==> src/rtl/lds_pkg.sv <==
// Package: default geometry shared by the descrambler modules.
// Assumes the far tap equals the history length (self-synchronous form).
package lds_pkg;
    localparam int DEF_DATA_W   = 16;
    localparam int DEF_TAP_NEAR = 14;
    localparam int DEF_TAP_FAR  = 15;
endpackage

==> src/rtl/lds_unroll.sv <==
// Combinational unrolled descrambler. Joins the stored history (older bits)
// above the incoming word. Index k of the joined vector sits earlier in time
// as k grows. Each plaintext bit XORs its own bit with the bits TAP_NEAR and
// TAP_FAR places above it. Also yields the next history, the youngest
// TAP_FAR bits. Assumes TAP_NEAR < TAP_FAR.
module lds_unroll #(
    parameter int DATA_W   = lds_pkg::DEF_DATA_W,
    parameter int TAP_NEAR = lds_pkg::DEF_TAP_NEAR,
    parameter int TAP_FAR  = lds_pkg::DEF_TAP_FAR
) (
    input  logic [TAP_FAR-1:0] hist,
    input  logic [DATA_W-1:0]  din,
    output logic [DATA_W-1:0]  dplain,
    output logic [TAP_FAR-1:0] hist_next
);
    localparam int EXT_W = DATA_W + TAP_FAR;

    logic [EXT_W-1:0] ext;

    // Join history and word into one time-ordered vector.
    assign ext = {hist, din};

    // One XOR triple per output bit.
    for (genvar i = 0; i < DATA_W; i++) begin : g_bit
        assign dplain[i] = ext[i] ^ ext[i + TAP_NEAR] ^ ext[i + TAP_FAR];
    end

    // Youngest TAP_FAR received bits become the new history.
    assign hist_next = ext[TAP_FAR-1:0];
endmodule

==> src/rtl/lds_history.sv <==
// History register: holds the last TAP_FAR scrambled bits received.
// Loads only when a valid word arrives, in either mode.
module lds_history #(
    parameter int TAP_FAR = lds_pkg::DEF_TAP_FAR
) (
    input  logic               clk,
    input  logic               rst_n,
    input  logic               load,
    input  logic [TAP_FAR-1:0] hist_next,
    output logic [TAP_FAR-1:0] hist
);
    // Capture the next history on valid words, clear on reset.
    always_ff @(posedge clk) begin
        if (!rst_n)
            hist <= '0;
        else if (load)
            hist <= hist_next;
    end

    // idle cycles leave the history untouched.
    a_r5_hist_idle: assert property (@(posedge clk) disable iff (!rst_n)
        !load |=> $stable(hist));
endmodule

==> src/rtl/lds_outreg.sv <==
// Output stage: registers either the plaintext or the raw word on valid
// input, holds the data otherwise, and delays valid by one cycle.
module lds_outreg #(
    parameter int DATA_W = lds_pkg::DEF_DATA_W
) (
    input  logic              clk,
    input  logic              rst_n,
    input  logic              in_vld,
    input  logic              bypass,
    input  logic [DATA_W-1:0] din,
    input  logic [DATA_W-1:0] dplain,
    output logic              out_vld,
    output logic [DATA_W-1:0] out_data
);
    logic [DATA_W-1:0] sel;

    // Pick raw or descrambled word by mode.
    assign sel = bypass ? din : dplain;

    // Register data on valid words and track valid.
    always_ff @(posedge clk) begin
        if (!rst_n) begin
            out_vld  <= 1'b0;
            out_data <= '0;
        end else begin
            out_vld <= in_vld;
            if (in_vld)
                out_data <= sel;
        end
    end

    // valid rises one cycle after input valid.
    a_r2_vld_rise: assert property (@(posedge clk) disable iff (!rst_n)
        in_vld |=> out_vld);
    // no output valid without input valid the cycle before.
    a_r2_vld_fall: assert property (@(posedge clk) disable iff (!rst_n)
        !in_vld |=> !out_vld);
    // data holds across idle cycles.
    a_r8_hold: assert property (@(posedge clk) disable iff (!rst_n)
        !in_vld |=> $stable(out_data));
    // bypassed words arrive unchanged.
    a_r6_bypass: assert property (@(posedge clk) disable iff (!rst_n)
        (in_vld && bypass) |=> (out_data == $past(din)));
endmodule

==> src/rtl/lane_descrambler.sv <==
// Top: one-lane self-synchronous descrambler, 1 + x^14 + x^15 by default.
// Word MSB is earliest in time. One-cycle registered latency in both modes.
module lane_descrambler #(
    parameter int DATA_W   = lds_pkg::DEF_DATA_W,
    parameter int TAP_NEAR = lds_pkg::DEF_TAP_NEAR,
    parameter int TAP_FAR  = lds_pkg::DEF_TAP_FAR
) (
    input  logic              clk,
    input  logic              rst_n,
    input  logic              bypass,
    input  logic              in_vld,
    input  logic [DATA_W-1:0] in_data,
    output logic              out_vld,
    output logic [DATA_W-1:0] out_data
);
    logic [TAP_FAR-1:0] hist;
    logic [TAP_FAR-1:0] hist_next;
    logic [DATA_W-1:0]  dplain;

    lds_unroll #(.DATA_W(DATA_W), .TAP_NEAR(TAP_NEAR), .TAP_FAR(TAP_FAR)) u_unroll (
        .hist      (hist),
        .din       (in_data),
        .dplain    (dplain),
        .hist_next (hist_next)
    );

    lds_history #(.TAP_FAR(TAP_FAR)) u_history (
        .clk       (clk),
        .rst_n     (rst_n),
        .load      (in_vld),
        .hist_next (hist_next),
        .hist      (hist)
    );

    lds_outreg #(.DATA_W(DATA_W)) u_outreg (
        .clk      (clk),
        .rst_n    (rst_n),
        .in_vld   (in_vld),
        .bypass   (bypass),
        .din      (in_data),
        .dplain   (dplain),
        .out_vld  (out_vld),
        .out_data (out_data)
    );
endmodule

==> config.mk <==
export PLATFORM = sky130hd
export DESIGN_NAME = lane_descrambler
export DESIGN_NICKNAME = d
export VERILOG_FILES = /design/src/rtl/lds_pkg.sv /design/src/rtl/lds_unroll.sv /design/src/rtl/lds_history.sv /design/src/rtl/lds_outreg.sv /design/src/rtl/lane_descrambler.sv
export SDC_FILE = /design/constraint.sdc
export NUM_CORES = 1
export LEC_CHECK = 0
export ABC_AREA = 1
export ABC_CLOCK_PERIOD_IN_PS = 2350
export CAP_MARGIN = 30
export CELL_PAD_IN_SITES_DETAIL_PLACEMENT = 1
export CELL_PAD_IN_SITES_GLOBAL_PLACEMENT = 2
export CORE_AREA = 2 2 76 78
export DETAILED_ROUTE_END_ITERATION = 12
export DIE_AREA = 0 0 78 80
export DONT_BUFFER_PORTS = 1
export GPL_TIMING_DRIVEN = 0
export PLACE_DENSITY_LB_ADDON = 0.05
export SLEW_MARGIN = 40
export SYNTH_ARGS = -nofsm -noshare
export SYNTH_HDL_FRONTEND = slang
export SYNTH_SLANG_ARGS = --single-unit
==> constraint.sdc <==
create_clock -name clk -period 2.35 [get_ports clk]
set_input_delay 0.235 -clock clk [delete_from_list [all_inputs] [get_ports clk]]
set_output_delay 0.235 -clock clk [all_outputs]
set_load 0.02 [all_outputs]
# After elaboration in Yosys (flattened, before gate mapping)
# Index checks and enable logic that the tools add are counted.
dict set report word_totals {
  reg_bits 32
  out_inout_bits 17
  in_bits 20
  word_cells 36
}
dict set report classes {
  mux 1
  n_bitwise 32
}
# op count
set ops {}
lappend ops {{$xor A1 B1 Y1} 32}
lappend ops {{$mux W16} 1}

# Depth between registers and ports, before layout
# Gate-level depths: netlist of the first run.
dict set report logic_depth {
  depth_word 3
  depth_mapped 7
  depth_no_buf 7
}

# By module
# Synthesis of the first run repeated with hierarchy kept, for this count alone.
dict set report hier_totals {
  cells_unflattened 374
  hier_area_um2 2083.2
}
# mod cells_per_inst instances area_each_um2 seq_area_each_um2
set modules_own_cells {}
lappend modules_own_cells {lds_outreg 138 1 840.8 340.3}
lappend modules_own_cells {lds_history 94 1 633.1 300.3}
lappend modules_own_cells {lds_unroll 142 1 609.3 0.0}

# Worst setup path after synthesis of the first run
# OpenSTA, ideal clock, no wires.
dict set report synth_timing {
  path_type {input port to flip-flop}
  start {input port in_vld}
  end {register u_outreg.out_data[3]}
  path_buffers 1
  arrival_time_ns 0.720
  path_stages 6
  setup_ns 0.119
  required_ns 2.231
  slack_ns 1.511
  path_cell_list {inv_2 -> nor2_4 -> buf_4 -> nand3_1 -> nand2_1 -> a21oi_1}
}
# element line
set synth_lines {}
lappend synth_lines {{start: declaration} lane_descrambler.sv:11} ;# input logic in_vld,
lappend synth_lines {{end signal: assignment} lds_outreg.sv:28} ;# out_data <= sel;
lappend synth_lines {{end: declaration} lds_outreg.sv:13} ;# output logic [DATA_W-1:0] out_data

# Worst setup path in the final report of the first run
dict set report layout_timing {
  start {register u_outreg.out_data[0]}
  end {output port out_data[0]}
}
# element line
set layout_lines {}
lappend layout_lines {{end: declaration} lane_descrambler.sv:14} ;# output logic [DATA_W-1:0] out_data
# No word-level cell between the ends.

==> flow_summary.yaml, run 1 <==
run_status:
  status: "complete, no violations"
synthesis:
  syn-num-nets: 262
  synth_compound_area_share_pct: 13.93
  synth_top_family_by_area: "simple AND/OR/NAND/NOR gates"
  ys_types: 15
  synthAdderAreaFrac_pct: 0
  synth_warnings: 0
  muxShareOfSynthArea_pct: 0
  syn_inst: 242
  syn_area_um2: 1563
  synth-xor-area-share_pct: 0
  syn_avg_cell_area_um2: 6.458
  yosysSeqAreaShare_pct: 40.99
  ys_ff_latch: 32
  synthSimpleGateAreaFrac_pct: 33.15
drt:
  drt-total-wl_um: 4626
  routedWlPerCell_um: 14.50
  routed_via_density: 4.777
  drc_errors: 0
  first_pass_iters: 4
  via_count: 1524
  drtIter0Drc: 50
  ant_nets: 0
critical_path:
  worst_setup_path_end_kind: "output port"
  start_kind: "flip-flop"
  rr_startpoint: "u_history.hist[12]$_SDFFE_PN0P_"
  cp_max_fo: 2
  critical_path.startpoint: "u_outreg.out_data[0]$_SDFFE_PN0P_"
  arrival_ns: 0.75
  reg2reg_to: "u_outreg.out_data[14]$_SDFFE_PN0P_"
  required_ns: 2.12
  r2r_setup_slack_ns: 1.38
  worstRegToRegCells: 5
  crit_type: "flip-flop to output port"
min_path:
  hold_class: "primary input to flip-flop"
  min_to: "u_history.hist[14]$_SDFFE_PN0P_"
  holdCritStartpoint: "in_data[14]"
  min_path_cells: 2
place:
  hpwl_um: 3459
  port_buffers: 0
  gp_congestion: 0.7666
  dpl.cell_count: 314
sta:
  worst_pin_slew_ns: 0.5395
  setup_viol: 0
  relSlewSlack_pct: 64.03
  fin_crit_ns: 0.9825
  timing.fmax_ghz: 1.018
  finalSetupTns_ns: 0
  grt_setup_unrepaired: "false"
  skew_ns: 0.005918
  hold_slack_ns: 0.1377
  finalCritPeriodShare_pct: 41.81
  drv_slew: 0
  finalHoldViolCount: 0
pwr:
  max-vdd-ir-drop_mv: 0.1700
  leakage_uw: 0.0008501
  power.density_nw_per_um2: 692.4
  power_uw: 1192
cts:
  htreeDepth: 2
  insertion_delay_ns: 0.28
  cts_resized: 0
  cts.clk_slew.worst_paths_ns: 0.06
  cts_tree: "done"
  cts-root-buf: "clkbuf_8"
  hold_buffers: 0
  cts_setup_buffers: 0
  clk_path_buf_depth: 2
  clkSinkCount: 32
  numCtsBuffers: 5
finish:
  final_common_cell: "nand2_1"
  drive_above_1_share_pct: 5.668
  nets: 269
  syn2layout_area_growth_pct: 10.17
  utilization_pct: 31.85
  layout.cells.non_filler: 319
  final_cell_mix: "nand2_1 (81), inv_1 (36), dfxtp_1 (32)"
  antenna_cells: 0
global_routing:
  grt_overflow: 0
  grtUsageTotal_pct: 16.57
  grt_pass1_wl_um: 7941
  grt_antenna_before_repair: 0
  grt_max_degree: 11
  grt_pass1_vias: 1625
floorplanning:
  dieArea_um2: 6240
  core_um2: 5405
  io_pins: 37
  die_x_um: 78
  chipHeight_um: 80
  num_rows: 27
  start_util_pct: 28.91
job:
  max_cap_viol_count: 0
-- kinds of logic (layout without fill, tap and decap cells) --
| group | count (synthesis) | in the layout |
|---|---|---|
| AND/OR/NAND/NOR | 120 | 120 |
| flip-flops | 32 | 32 |
| buffers and inverters | 47 | 52 |
| AO/OA/AOI/OAI | 43 | 43 |
-- per-stage QoR --
stage | setup slack [ns] | instance area (um^2)
finish | 1.368 | 1722
global route | 1.255 | 1722
CTS | 1.348 | 1722
detailed placement | 1.283 | 1653
global placement | 1.297 | 1653
floorplan | 1.511 | 1563
-- worst reg2reg max path, stage by stage, from the launching register on --
cell     delay [ns]
dfxtp_1        0.38
inv_1          0.09
nand2_1        0.07
nand3_1        0.12
o21ai_1        0.16
nor2_1         0.05
-- sequential cells by signal, summed over array words and instances, names as in the netlist --
| name | flops |
|---|---|
| u_outreg.out_vld | 1 |
| u_outreg.out_data | 16 |
| u_history.hist | 15 |
-- layout make-up --
type,count,area [um^2]
Tap cell,72,90.09
Clock buffer,5,68.82
Multi-Input combinational cell,163,735.7
Sequential cell,32,640.6
Buffer,9,43.79
Fill cell,717,3684
Inverter,38,142.6
-- synthesized netlist by cell type --
master	number	area [um^2]
a211oi_1	1	7.510
a21oi_1	28	140.1
buf_2	5	25.02
buf_4	1	7.510
clkbuf_1	3	11.26
dfxtp_1	32	640.6
inv_1	36	135.1
inv_2	2	7.510
nand2_1	81	304.0
nand3_1	20	100.1
nand4_1	14	87.58
nor2_1	4	15.01
nor2_4	1	11.26
o21ai_0	13	65.06
o21ai_1	1	5.000
-- power by group --
part	internal (uW)	total [uW]	leakage (uW)	switching [uW]
sequential	584	638	0.000266	54.7
combinational	53.7	166	0.000548	112
clock	191	388	0.0000359	197
total	828	1190	0.000850	364
-- routing by layer --
metal	routed length, um	track usage, %
met1	2261	20.81
met2	2127	27.93
met3	174	3.054
met4	63	6.842
met5	0	0
-- how the worst max path moves through the flow --
stage / to / slack [ns] / depth (start not counted)
final: out_data[0] / 1.37 / 0
after global routing: u_outreg.out_data[14]$_SDFFE_PN0P_ / 1.25 / 6
after CTS: out_data[0] / 1.35 / 0
after detailed placement: u_outreg.out_data[10]$_SDFFE_PN0P_ / 1.28 / 3
after global placement: u_outreg.out_data[11]$_SDFFE_PN0P_ / 1.30 / 6
after floorplan: u_outreg.out_data[3]$_SDFFE_PN0P_ / 1.51 / 6
Power figures use the tool's default switching activity.
==> inputs of run 2 (changes only) <==
- ABC_CLOCK_PERIOD_IN_PS: 2350 -> 1000
- clock period: 2.35 -> 1 ns (I/O delays scaled with it)
==> flow_summary.yaml, run 2 (synthesized netlist as in run 1, its figures left out) <==
sta:
  finalSetupTns_ns: 0
  setup_viol: 0
  grt_setup_unrepaired: "false"
  skew_ns: 0.004819
  relSlewSlack_pct: 63.92
  timing.fmax_ghz: 1.116
  fin_crit_ns: 0.8957
  finalWorstSetupSlack_ns: 0.1043
  drv_slew: 0
  worst_pin_slew_ns: 0.5412
  finalHoldViolCount: 0
  finalCritPeriodShare_pct: 89.57
global_routing:
  met1_usage_pct: 20.74
  grtUsageTotal_pct: 16.55
  grt_pass1_vias: 1622
  grt_antenna_before_repair: 0
  grt_overflow: 0
  grt_max_degree: 11
  top_usage_layer: "met2"
  grt_pass1_wl_um: 7921
  use_met2_pct: 27.93
  use_met3_pct: 3.054
drt:
  drtIter0Drc: 40
  routed_via_density: 4.803
  via_count: 1537
  first_pass_iters: 4
  drt-total-wl_um: 4638
  drc_errors: 0
  ant_nets: 0
  routedWlPerCell_um: 14.49
finish:
  final_common_cell: "nand2_1"
  regMostFlops: "u_outreg.out_data"
  largest_reg_flops: 16
  largestRegisters: "u_outreg.out_data: 16 flops, u_history.hist: 15 flops, u_outreg.out_vld: 1 flops"
  finalInstanceArea_um2: 1745
  layout.cells.non_filler: 320
  antenna_cells: 0
  drive_above_1_share_pct: 8.065
  final_cell_mix: "nand2_1 (81), inv_1 (36), dfxtp_1 (28)"
  n_fill_cell: 713
  syn2layout_area_growth_pct: 11.69
  nets: 270
place:
  hpwl_um: 3459
  dpl.cell_count: 314
  gp_congestion: 0.7666
  port_buffers: 0
  dp_slack_ns: 0.03811
  placed_area_um2: 1653
min_path:
  hold_class: "primary input to flip-flop"
critical_path:
  required_ns: 1.19
  critPathMaxStageDelay_ns: 0.34
  start_kind: "flip-flop"
  critPathTopFamily: "simple AND/OR/NAND/NOR gates"
  crit_type: "flip-flop to flip-flop"
  worst_setup_path_end_kind: "flip-flop"
  r2r_setup_slack_ns: 0.10
  arrival_ns: 1.08
  cpMostUsedCell: "nand2_1"
  crit_buf_inv: 2
  cp_max_fo: 3
  cp_cell_sequence: "inv_1, nand2_1, nand3_1, nand2_1, nand3_1, nand2_1, inv_1"
  crit_slowest_cell: "dfxtp_2"
floorplanning:
  dieArea_um2: 6240
  chipHeight_um: 80
  io_pins: 37
  die_x_um: 78
  num_rows: 27
  core_um2: 5405
  start_util_pct: 28.91
pwr:
  power.density_nw_per_um2: 1611
  max-vdd-ir-drop_mv: 0.4007
  leakage_uw: 0.0008563
cts:
  cts-root-buf: "clkbuf_8"
  cts_setup_buffers: 0
  cts_tree: "done"
  cts.clk_slew.worst_paths_ns: 0.06
  clk_path_buf_depth: 2
  clkSinkCount: 32
  insertion_delay_ns: 0.28
  htreeDepth: 2
  numCtsBuffers: 5
run_status:
  status: "complete, no violations"
job:
  max_cap_viol_count: 0
-- run 2: timing repair --
item | 4_1_cts | 5_1_grt
endpoints found under the setup margin | 0 | 4
endpoints found under the hold margin | 1 | 0
hold buffers | 1 | 0
gates resized for setup | 0 | 6
-- run 2: power by group --
group / leakage (uW) / internal (uW) / switching [uW]
registers: 0.000267 / 1370 / 129
clock network: 0.0000359 / 448 / 466
logic: 0.000553 / 130 / 266
-- run 2: metrics by stage --
step	util (%)	power, uW	hold WS (ns)
floorplan	-	1811	0.2682
global route	32.29	2974	0.03469
detailed placement	30.58	1927	0.2993
CTS	32.04	2862	0.02287
global placement	30.58	1928	0.2887
finish	32.29	2813	0.02854
-- run 2: worst paths after layout --
| path | start | endpoint | cells past startpoint |
|---|---|---|---|
| min | in_data[5] | u_outreg.out_data[5]$_SDFFE_PN0P_ | 3 |
| max | u_history.hist[13]$_SDFFE_PN0P_ | u_outreg.out_data[15]$_SDFFE_PN0P_ | 7 |
| max reg2reg | u_history.hist[13]$_SDFFE_PN0P_ | u_outreg.out_data[15]$_SDFFE_PN0P_ | 7 |
| min reg2reg | u_history.hist[14]$_SDFFE_PN0P_ | u_history.hist[14]$_SDFFE_PN0P_ | 2 |
-- run 2: final cells by class --
| type | instances | area (um^2) | area share [%] |
|---|---|---|---|
| Multi-Input combinational cell | 163 | 744.5 | 42.65 |
| Sequential cell | 32 | 645.6 | 36.99 |
| Clock buffer | 5 | 68.82 | 3.943 |
| Inverter | 38 | 142.6 | 8.172 |
| Buffer | 9 | 43.79 | 2.509 |
| Tap cell | 72 | 90.09 | 5.161 |
| Timing Repair Buffer | 1 | 10.01 | 0.5735 |
-- run 2: tightest hold or removal path: stages --
cell and delay [ns]:
inv_1 0.03, nand4_1 0.08, a21oi_1 0.06
-- run 2: layer usage --
metal	routed length [um]	up-vias
li1	-	792
met1	2229	713
met2	2131	26
met3	213	6
met4	63	0
met5	0	-
==> inputs of run 3 (changes only) <==
- CORE_AREA: 2 2 76 78 -> 2 2 73 75
- DIE_AREA: 0 0 78 80 -> 0 0 75 77
==> flow_summary.yaml, run 3 (synthesized netlist as in run 1, its figures left out) <==
run_status:
  status: "complete, no violations"
cts:
  htreeDepth: 2
  numCtsBuffers: 5
  cts.clk_slew.worst_paths_ns: 0.07
  cts_tree: "done"
  cts-root-buf: "clkbuf_8"
  clk_path_buf_depth: 2
  clkSinkCount: 32
  insertion_delay_ns: 0.29
critical_path:
  start_kind: "flip-flop"
  arrival_ns: 1.10
  cp_max_fo: 3
  worstRegToRegCells: 7
  worst_setup_path_end_kind: "flip-flop"
  rr_startpoint: "u_history.hist[14]$_SDFFE_PN0P_"
  r2r_setup_slack_ns: 0.09
  reg2reg_to: "u_outreg.out_data[15]$_SDFFE_PN0P_"
  required_ns: 1.19
  crit_type: "flip-flop to flip-flop"
sta:
  skew_ns: 0.007824
  finalCritPeriodShare_pct: 90.69
  drv_slew: 0
  setup_viol: 0
  grt_setup_unrepaired: "true"
  hold_slack_ns: 0.01758
  timing.fmax_ghz: 1.103
  finalWorstSetupSlack_ns: 0.09309
  fin_crit_ns: 0.9069
  worst_pin_slew_ns: 0.5597
  finalHoldViolCount: 0
  relSlewSlack_pct: 62.68
global_routing:
  grt_antenna_before_repair: 0
  grt_pass1_vias: 1577
  grt_pass1_wl_um: 7693
  grt_max_degree: 11
  grt_overflow: 0
  grtUsageTotal_pct: 17.96
min_path:
  holdCritStartpoint: "in_data[10]"
  min_path_cells: 3
  min_to: "u_outreg.out_data[10]$_SDFFE_PN0P_"
  hold_class: "primary input to flip-flop"
floorplanning:
  die_x_um: 75
  core_um2: 4977
  dieArea_um2: 5775
  start_util_pct: 31.40
  num_rows: 26
  chipHeight_um: 77
  io_pins: 37
finish:
  nets: 270
  final_cell_mix: "nand2_1 (80), inv_1 (36), dfxtp_1 (29)"
  layout.cells.non_filler: 321
  finalInstanceArea_um2: 1759
  antenna_cells: 0
  n_fill_cell: 666
  utilization_pct: 35.34
  syn2layout_area_growth_pct: 12.57
  drive_above_1_share_pct: 8.367
  regMostFlops: "u_outreg.out_data"
  largest_reg_flops: 16
  largestRegisters: "u_outreg.out_data: 16 flops, u_history.hist: 15 flops, u_outreg.out_vld: 1 flops"
  final_common_cell: "nand2_1"
place:
  placed_area_um2: 1650
  port_buffers: 0
  hpwl_um: 3428
  dpl.cell_count: 312
  gp_congestion: 0.7281
  dp_slack_ns: 0.06424
drt:
  drc_errors: 0
  drt-total-wl_um: 4667
  first_pass_iters: 4
  routed_via_density: 4.757
  routedWlPerCell_um: 14.54
  drtIter0Drc: 40
  ant_nets: 0
  via_count: 1527
job:
  max_cap_viol_count: 0
pwr:
  power.density_nw_per_um2: 1688
  max-vdd-ir-drop_mv: 0.5555
  leakage_uw: 0.0008700
==> run 3: cell count changes in the layout (fill, tap and decap cells not counted) <==
| cell | previous run | this run |
|---|---|---|
| clkinv_2 | 0 | 2 |
| a21oi_1 | 27 | 28 |
| a21oi_2 | 1 | 0 |
| clkbuf_8 | 5 | 6 |
| dfxtp_1 | 28 | 29 |
| dfxtp_2 | 4 | 3 |
| nand2_1 | 81 | 80 |
| nand2_2 | 0 | 1 |
| nand3_1 | 19 | 20 |
| nand3_2 | 1 | 0 |
==> run 3: per-layer routing <==
metal  GRT usage [%]  vias up  wire length (um)
met5               0        -                 0
met4           6.429        0                74
met3           5.256        6               177
met2           27.02       25              2078
met1           24.07      698              2336
li1                -      798                 -
==> run 3: area by class of cell <==
class	count	area (um^2)	area share, %
sequential	32	644.4	36.63
buffer	9	43.79	2.489
inverter	38	142.6	8.108
clock buffer	6	82.58	4.694
clock inverter	2	10.01	0.5690
tap	70	87.58	4.979
timing repair buffer	1	10.01	0.5690
multi-input combinational	163	738.2	41.96
==> run 3: worst max-delay path by stage <==
stage                                     from                            endpoint  slack (ns)
6_report       u_history.hist[14]$_SDFFE_PN0P_  u_outreg.out_data[15]$_SDFFE_PN0P_        0.09
5_1_grt        u_history.hist[13]$_SDFFE_PN0P_  u_outreg.out_data[15]$_SDFFE_PN0P_       -0.01
4_1_cts        u_history.hist[13]$_SDFFE_PN0P_  u_outreg.out_data[15]$_SDFFE_PN0P_        0.05
3_5_place_dp   u_history.hist[12]$_SDFFE_PN0P_  u_outreg.out_data[13]$_SDFFE_PN0P_        0.06
3_3_place_gp   u_history.hist[11]$_SDFFE_PN0P_  u_outreg.out_data[13]$_SDFFE_PN0P_        0.06
2_1_floorplan  u_history.hist[12]$_SDFFE_PN0P_  u_outreg.out_data[13]$_SDFFE_PN0P_        0.17
==> run 3: critical path: stages, from the launching register on <==
cell and delay (ns):
dfxtp_1 0.35, inv_1 0.06, nand2_2 0.07, nand3_1 0.06, nand2_1 0.06, nand3_1 0.08, nand2_1 0.09, inv_1 0.04
==> run 3: what timing repair did <==
| item | 4_1_cts | 5_1_grt |
|---|---|---|
| resized for setup | 0 | 4 |
| setup endpoints to repair | 0 | 2 |
| hold endpoints to repair | 1 | 0 |
| hold buffers | 1 | 0 |
| buffers inserted | 0 | 0 |
==> run 3: metrics by stage <==
step                      power, uW  setup TNS [ns]
after floorplan                1811               0
after global placement         1925               0
after detailed placement       1927               0
after CTS                      3008               0
after global routing           3141        -0.01185
final                          2970               0
==> run 3: power breakdown <==
part | internal (uW) | switching, uW
clock network | 549 | 522
logic | 130 | 268
registers | 1370 | 129
